$ cat src/rtl/jtag_chain_pkg.sv
package jtag_chain_pkg;

    localparam int IR_W = 4;
    localparam logic [IR_W-1:0] IR_CAPTURE = 4'b0001;
    localparam logic [IR_W-1:0] IR_BYPASS  = 4'b1111;
    localparam logic [IR_W-1:0] OP_BSCAN   = 4'b0000;
    localparam logic [IR_W-1:0] OP_CHAIN   = 4'b0010;
    localparam logic [IR_W-1:0] OP_SWITCH  = 4'b0011;
    localparam logic [IR_W-1:0] OP_CORE    = 4'b0100;
    localparam logic [IR_W-1:0] OP_OTP     = 4'b0101;

    localparam int N_SUB   = 3;
    localparam int CORE_AW = 2;
    localparam int CORE_DW = 8;
    localparam int CORE_W  = 1 + CORE_AW + CORE_DW;

    typedef enum logic [3:0] {
        TLR, RTI,
        SEL_DR, CAP_DR, SH_DR, EX1_DR, PAU_DR, EX2_DR, UPD_DR,
        SEL_IR, CAP_IR, SH_IR, EX1_IR, PAU_IR, EX2_IR, UPD_IR
    } tap_state_e;

    typedef struct packed {
        logic               wr;
        logic [CORE_AW-1:0] addr;
        logic [CORE_DW-1:0] data;
    } core_cmd_t;

    function automatic tap_state_e tap_next(tap_state_e s, logic tms);
        tap_state_e n;
        case (s)
            TLR:    n = tms ? TLR    : RTI;
            RTI:    n = tms ? SEL_DR : RTI;
            SEL_DR: n = tms ? SEL_IR : CAP_DR;
            CAP_DR: n = tms ? EX1_DR : SH_DR;
            SH_DR:  n = tms ? EX1_DR : SH_DR;
            EX1_DR: n = tms ? UPD_DR : PAU_DR;
            PAU_DR: n = tms ? EX2_DR : PAU_DR;
            EX2_DR: n = tms ? UPD_DR : SH_DR;
            UPD_DR: n = tms ? SEL_DR : RTI;
            SEL_IR: n = tms ? TLR    : CAP_IR;
            CAP_IR: n = tms ? EX1_IR : SH_IR;
            SH_IR:  n = tms ? EX1_IR : SH_IR;
            EX1_IR: n = tms ? UPD_IR : PAU_IR;
            PAU_IR: n = tms ? EX2_IR : PAU_IR;
            EX2_IR: n = tms ? UPD_IR : SH_IR;
            UPD_IR: n = tms ? SEL_DR : RTI;
            default: n = TLR;
        endcase
        return n;
    endfunction

    function automatic logic is_shift(tap_state_e s);
        return (s == SH_IR) || (s == SH_DR);
    endfunction

endpackage

$ cat src/rtl/jtag_tap_ctrl.sv
module jtag_tap_ctrl
    import jtag_chain_pkg::*;
(
    input  logic       tck,
    input  logic       rst,
    input  logic       tms,
    output tap_state_e state
);

    always_ff @(posedge tck) begin
        if (rst) state <= TLR;
        else     state <= tap_next(state, tms);
    end

endmodule

$ cat src/rtl/jtag_tap.sv
module jtag_tap
    import jtag_chain_pkg::*;
#(
    parameter int              DR_W  = 8,
    parameter logic [IR_W-1:0] DR_OP = OP_BSCAN
) (
    input  logic            tck,
    input  logic            rst,
    input  logic            tms,
    input  logic            tdi,
    input  logic            active,
    input  logic [DR_W-1:0] dr_cap,
    output tap_state_e      state,
    output logic [DR_W-1:0] dr_val,
    output logic            dr_upd,
    output logic            tdo_q
);

    logic [IR_W-1:0] ir;
    logic [IR_W-1:0] ir_sr;
    logic [DR_W-1:0] dr_sr;
    logic            byp;
    logic            sel;

    jtag_tap_ctrl u_ctrl (.tck(tck), .rst(rst), .tms(tms), .state(state));

    assign sel    = (ir == DR_OP);
    assign dr_upd = active && sel && (state == UPD_DR);
    assign dr_val = dr_sr;

    always_ff @(posedge tck) begin
        if (rst || !active || state == TLR) begin
            ir    <= IR_BYPASS;
            ir_sr <= '0;
            dr_sr <= '0;
            byp   <= 1'b0;
        end else begin
            case (state)
                CAP_IR: ir_sr <= IR_CAPTURE;
                SH_IR:  ir_sr <= {tdi, ir_sr[IR_W-1:1]};
                UPD_IR: ir    <= ir_sr;
                CAP_DR: begin
                    if (sel) dr_sr <= dr_cap;
                    else     byp   <= 1'b0;
                end
                SH_DR: begin
                    if (sel) dr_sr <= {tdi, dr_sr[DR_W-1:1]};
                    else     byp   <= tdi;
                end
                default: ;
            endcase
        end
    end

    always_ff @(negedge tck) begin
        if (rst)                 tdo_q <= 1'b0;
        else if (state == SH_IR) tdo_q <= ir_sr[0];
        else if (state == SH_DR) tdo_q <= sel ? dr_sr[0] : byp;
    end

endmodule

$ cat src/rtl/jtag_sub_tap.sv
module jtag_sub_tap
    import jtag_chain_pkg::*;
#(
    parameter int              DR_W    = 5,
    parameter logic [IR_W-1:0] DR_OP   = OP_SWITCH,
    parameter bit              IS_CORE = 1'b0
) (
    input  logic       tck,
    input  logic       rst,
    input  logic       tms,
    input  logic       tdi,
    input  logic       active,
    output tap_state_e state,
    output logic       tdo_q
);

    logic [DR_W-1:0] cap;
    logic [DR_W-1:0] dval;
    logic            upd;

    jtag_tap #(.DR_W(DR_W), .DR_OP(DR_OP)) u_tap (
        .tck(tck), .rst(rst), .tms(tms), .tdi(tdi), .active(active),
        .dr_cap(cap), .state(state), .dr_val(dval), .dr_upd(upd), .tdo_q(tdo_q)
    );

    generate
        if (IS_CORE) begin : g_core
            localparam int NREG = 1 << CORE_AW;
            logic [CORE_DW-1:0] rf [NREG];
            logic [CORE_AW-1:0] rd_addr;
            core_cmd_t          cmd;

            assign cmd = core_cmd_t'(dval);
            assign cap = {1'b0, rd_addr, rf[rd_addr]};

            always_ff @(posedge tck) begin
                if (rst) begin
                    rd_addr <= '0;
                    for (int k = 0; k < NREG; k++) rf[k] <= '0;
                end else if (upd) begin
                    rd_addr <= cmd.addr;
                    if (cmd.wr) rf[cmd.addr] <= cmd.data;
                end
            end
        end else begin : g_hold
            logic [DR_W-1:0] hold;
            assign cap = hold;
            always_ff @(posedge tck) begin
                if (rst)      hold <= '0;
                else if (upd) hold <= dval;
            end
        end
    endgenerate

endmodule

$ cat src/rtl/jtag_multi_tap_chain.sv
module jtag_multi_tap_chain
    import jtag_chain_pkg::*;
#(
    parameter int BS_W  = 8,
    parameter int SW_W  = 5,
    parameter int OTP_W = 7
) (
    input  logic tck,
    input  logic trst_n,
    input  logic tms,
    input  logic tdi,
    output logic tdo,
    output logic tdo_oe
);

    localparam int EN_W = N_SUB;

    logic               rst;
    tap_state_e         bs_state;
    tap_state_e         chip_state;
    tap_state_e         sub_state [N_SUB];
    logic [N_SUB*4-1:0] sub_state_v;
    logic [EN_W-1:0]    sub_en;
    logic [EN_W-1:0]    chip_dr;
    logic               chip_upd;
    logic [BS_W-1:0]    bs_hold;
    logic [BS_W-1:0]    bs_dr;
    logic               bs_upd;
    logic               bs_tdo;
    logic [N_SUB-1:0]   sub_tdo;
    logic [N_SUB:0]     node;

    assign rst = ~trst_n;

    jtag_tap #(.DR_W(BS_W), .DR_OP(OP_BSCAN)) u_bs (
        .tck(tck), .rst(rst), .tms(tms), .tdi(tdi), .active(1'b1),
        .dr_cap(bs_hold), .state(bs_state), .dr_val(bs_dr), .dr_upd(bs_upd), .tdo_q(bs_tdo)
    );

    always_ff @(posedge tck) begin
        if (rst)         bs_hold <= '0;
        else if (bs_upd) bs_hold <= bs_dr;
    end

    jtag_tap #(.DR_W(EN_W), .DR_OP(OP_CHAIN)) u_chip (
        .tck(tck), .rst(rst), .tms(tms), .tdi(bs_tdo), .active(1'b1),
        .dr_cap(sub_en), .state(chip_state), .dr_val(chip_dr), .dr_upd(chip_upd), .tdo_q(node[0])
    );

    always_ff @(posedge tck) begin
        if (rst || chip_state == TLR) sub_en <= '0;
        else if (chip_upd)            sub_en <= chip_dr;
    end

    generate
        for (genvar i = 0; i < N_SUB; i++) begin : g_sub
            localparam int W = (i == 0) ? SW_W : ((i == 1) ? CORE_W : OTP_W);
            localparam logic [IR_W-1:0] OP = (i == 0) ? OP_SWITCH :
                                             ((i == 1) ? OP_CORE : OP_OTP);
            jtag_sub_tap #(.DR_W(W), .DR_OP(OP), .IS_CORE(i == 1)) u_sub (
                .tck(tck), .rst(rst), .tms(tms), .tdi(node[i]), .active(sub_en[i]),
                .state(sub_state[i]), .tdo_q(sub_tdo[i])
            );
            assign node[i+1] = sub_en[i] ? sub_tdo[i] : node[i];
            assign sub_state_v[4*i +: 4] = sub_state[i];
        end
    endgenerate

    always_ff @(negedge tck) begin
        if (rst) tdo_oe <= 1'b0;
        else     tdo_oe <= is_shift(chip_state);
    end

    assign tdo = tdo_oe & node[N_SUB];

endmodule

$ cat config.mk
export PLATFORM = sky130hd
export DESIGN_NAME = jtag_multi_tap_chain
export DESIGN_NICKNAME = d
export VERILOG_FILES = /design/src/rtl/jtag_chain_pkg.sv /design/src/rtl/jtag_tap_ctrl.sv /design/src/rtl/jtag_tap.sv /design/src/rtl/jtag_sub_tap.sv /design/src/rtl/jtag_multi_tap_chain.sv
export SDC_FILE = /design/constraint.sdc
export NUM_CORES = 1
export LEC_CHECK = 0
export CAP_MARGIN = 10
export CORE_UTILIZATION = 27
export DETAILED_ROUTE_END_ITERATION = 10
export PLACE_DENSITY = 0.38
export SYNTH_ARGS = -nofsm -noshare
export SYNTH_HDL_FRONTEND = slang
export SYNTH_SLANG_ARGS = --single-unit
$ cat constraint.sdc
create_clock -name tck -period 2.31 [get_ports tck]
set_clock_uncertainty 0.2 [all_clocks]
set_input_delay 0.3465 -clock tck [delete_from_list [all_inputs] [get_ports tck]]
set_output_delay 0.3465 -clock tck [all_outputs]
set_load 0.1 [all_outputs]
==> metrics.md <==
| Metric | Value |
|---|---|
| Failing checks | negative setup slack |
| Gate count after technology mapping | roughly 800 |
| Area of the mapped netlist | 0.00776 mm² |
| CP Launch Type | register |
| Kind of end point of the critical path | output pin |
| Top area cells in the synthesized netlist | dfxtp_1 (34%), edfxtp_1 (12%), mux2i_1 (8.1%) |
| Vias per std cell | between 4 and 5 |
| Total wire length after detailed routing | around 19000 µm |
| R2r worst-path depth | 7 |
| FFs w/ async S/R, synth | 0% |
| Hold bufs inserted after CTS | 0 |
| Area enclosed by the die boundary | 0.0294 mm² |
| Layout cell share with drive strength beyond 1 | between 20% and 30% |
| Most common library cells after synthesis | dfxtp_1 (132), nand2_1 (90), nor2_1 (79), mux2i_1 (63), o21ai_0 (47) |
| Unrepaired setup endpoints after global routing | yes |
| Crit Path Class | reg2out |
| Synthesized flop and latch total | 164 |
| Root Buffer | clkbuf_16 |
| Pin count of the biggest net entering global routing | 20 |
| Main synth FF type | dfxtp_1 |
| Yosys synthesis warning count | 0 |
| Post-synthesis cell type count | 67 |
| Avg WL per Cell | approximately 15 µm |
| Vias | ~6000 |
| Fin. max-slew vios | 0 |
| Row cnt | between 60 and 70 |
| Average size of a mapped cell | approximately 9.5 µm² |
| WHS | about 0.26 ns |
| I/O pins | 6 |
| Number of CTS-inserted buffers | 17 |
| Number of maximum-capacitance violations | 0 |
| GRT Overall Usage | between 10 and 15% |
| Register clock-pin slew on the reported worst setup and hold paths | roughly 0.080 ns |
| Met2 layer wire length in the routed design | ~8900 µm |
| Hold depth | 2 |
| Clock tree from TritonCTS | yes |
| Met1 wire length | between 9000 and 10000 µm |
| Cell with the most instances after synthesis | dfxtp_1 |
| Critical path required time | 1.76 ns |
| Highest metal used | met4 |
| Initial cell density of the core | between 20% and 30% |
| Classification of the worst-slack hold path | reg2reg |
| Sequential element share of the synthesized area | between 40% and 50% |
| Detail Route met3 WL | between 400 and 500 µm |
| Run status | finished, violations left |
| Total count of hold-check failures in the final report | 0 |
| Core Footprint | between 0.02 and 0.03 mm² |
| Final net count | roughly 900 |
| Violation count after the first detailed-routing iteration | roughly 420 |
| Die height | roughly 170 µm |
| Data arrival time of the critical path | roughly 2.9 ns |
| Cell area after layout | between 0.009 and 0.01 mm² |
| Synthesis-to-finish area growth | 25.2% |
| Number of fill cells | roughly 2800 |
| Post-route worst setup slack | -1.10 ns |
| Maximum fanout encountered on the critical timing path | 2 |
| Die boundary width | 172 µm |
| Drt drc | 0 |
| Final Setup Violations | 14 |
| Number of antenna violations at the first check in global routing | 0 |
| Pre-Repair DR Iteration Count | 5 |
| Cell taking the most area after synthesis | dfxtp_1 |
| Wire length of the first global-routing pass | 31700 µm |
| Total congestion overflow after global routing | 0 |
| Clk Latency, worst-skew pair | between 0.4 and 0.5 ns |
| Worst supply voltage drop on vdd | roughly 0.35 mV |
| Port Buffer Count | 5 |
| Sequential standard cell area | roughly 0.0036 mm² |
| Number of sinks on the clock net | between 150 and 200 |
| Synthesized netlist net count | a little over 800 |
| # diodes | 0 |
| Placer congestion estimate | ~0.80 |
| Combined area of the multi-input logic cells | 0.00394 mm² |
| Vias in the first global route | a little over 6000 |
| Top-area cell type share of the netlist area | approximately 34% |
| Relative slew margins | about 52% |
| Number of H-tree levels | 4 |
| Final HPWL DP | 13000 µm |
| Post-synth EDFFs | 32 |
| Placement Cell Area | slightly below 0.009 mm² |
| Number of buffers between clock root and the deepest sink | 2 |
| Leakage power of the design | around 0.0036 µW |
| Antenna violation net count after detailed routing | 0 |
| Areal power density over the cells | ~650 mW/mm² |
| Transition time at the pin with the least slew margin | ~0.71 ns |
==> sequential cells by signal (all words and copies together) (netlist names), 4 cells and up, named ones only <==
signal	cells
u_bs.u_ctrl.state	4
u_bs.ir_sr	4
g_sub.u_sub.u_tap.dr_val	23
g_sub.u_sub.g_core.rf	32
g_sub.u_sub.cap	12
u_chip.ir_sr	4
g_sub.u_sub.u_tap.u_ctrl.state	12
u_chip.ir	4
u_chip.u_ctrl.state	4
bs_hold	8
g_sub.u_sub.u_tap.ir_sr	12
u_bs.dr_val	8
g_sub.u_sub.u_tap.ir	12
u_bs.ir	4
==> final cells by class <==
cell class	instances	area share, %
Timing Repair Buffer	113	10.2
Sequential cell	164	37.3
Clock buffer	17	4.38
Inverter	18	0.733
Tap cell	378	4.86
Clock inverter	21	2.06
Multi-Input combinational cell	572	40.5
==> cell families (layout without fill, tap and decap cells) <==
kind of cell	Yosys count	count (layout)	share of synthesized area, %
AND/OR/NAND/NOR	311	311	22.6
AO/OA/AOI/OAI	184	184	15.4
flip-flops	164	164	46.4
buffers and inverters	79	169	4.37
multiplexers	75	75	11.0
XOR/XNOR	2	2	0.226
==> metrics by stage <==
stage	TNS (ns)	setup WS (ns)	util [%]	instances	power (µW)
2_1_floorplan	-2.73	-0.591	-	815	3330
3_3_place_gp	-7.79	-0.657	31.9	1236	3480
3_5_place_dp	-10.74	-0.666	31.9	1236	3480
4_1_cts	-4.76	-1.13	34.3	1277	6460
5_1_grt	-6.01	-1.18	34.7	1283	6620
6_report	-5.29	-1.10	34.7	1283	6340
==> critical path, cell delays in order (launching register included) <==
cell	delay, ns
dfxtp_2	0.30
mux2_4	0.27
mux2_4	0.30
mux2i_4	0.17
nor2b_4	0.06
buf_12	0.16
==> final timing paths <==
check             slack (ns)                                     endpoint                        from
hold reg to reg         0.26                   u_bs.ir_sr[1]$_SDFFE_PP0P_  u_bs.ir_sr[1]$_SDFFE_PP0P_
setup / recovery       -1.10                                          tdo   u_chip.tdo_q$_SDFFE_NN0P_
setup reg to reg       -0.63  g_sub[2].u_sub.u_tap.dr_val[6]$_SDFFE_PP0P_   u_chip.tdo_q$_SDFFE_NN0P_
hold / removal          0.26                   u_bs.ir_sr[1]$_SDFFE_PP0P_  u_bs.ir_sr[1]$_SDFFE_PP0P_
==> timing repair <==
item	in CTS	in global routing
endpoints found under the setup margin	15	30
resized for setup	12	21
buffers inserted	4	7
pin swaps	14	13
==> power breakdown <==
group          switching [µW]  total [µW]  internal (µW)  leakage [µW]
logic                     237         422            185       0.00191
clock network            1360        2930           1570      0.000322
registers                29.7        2990           2960       0.00138
total                    1630        6340           4710       0.00361
==> cells in the final DEF (no fill, tap or decap), types with 5 or more instances in the layout <==
| cell | netlist | final |
|---|---|---|
| a211oi_1 | 22 | 21 |
| buf_12 | 0 | 9 |
| nor2_1 | 79 | 79 |
| and2_1 | 34 | 33 |
| o211ai_1 | 8 | 8 |
| nand2_1 | 90 | 87 |
| dfxtp_2 | 0 | 16 |
| or2_2 | 6 | 6 |
| inv_8 | 0 | 5 |
| a311oi_1 | 13 | 13 |
| inv_1 | 19 | 23 |
| nand4_1 | 7 | 7 |
| buf_4 | 4 | 96 |
| dfxtp_1 | 132 | 115 |
| o21a_1 | 8 | 8 |
| mux2i_1 | 63 | 62 |
| a31oi_1 | 12 | 12 |
| buf_6 | 1 | 5 |
| nor4b_4 | 6 | 8 |
| a21oi_1 | 42 | 39 |
| edfxtp_1 | 32 | 32 |
| mux4_2 | 8 | 8 |
| nand2b_1 | 9 | 8 |
| nand3b_1 | 7 | 7 |
| o21ai_0 | 47 | 46 |
| nand3_1 | 30 | 27 |
| clkbuf_16 | 0 | 17 |
==> metal layers <==
| metal | up-vias | track usage [%] |
|---|---|---|
| met1 | 2957 | 18.5 |
| li1 | 3111 | - |
| met2 | 67 | 22.0 |
| met3 | 21 | 2.39 |
| met5 | - | 0 |
| met4 | 0 | 4.39 |
(Power assumes the default switching activity.)
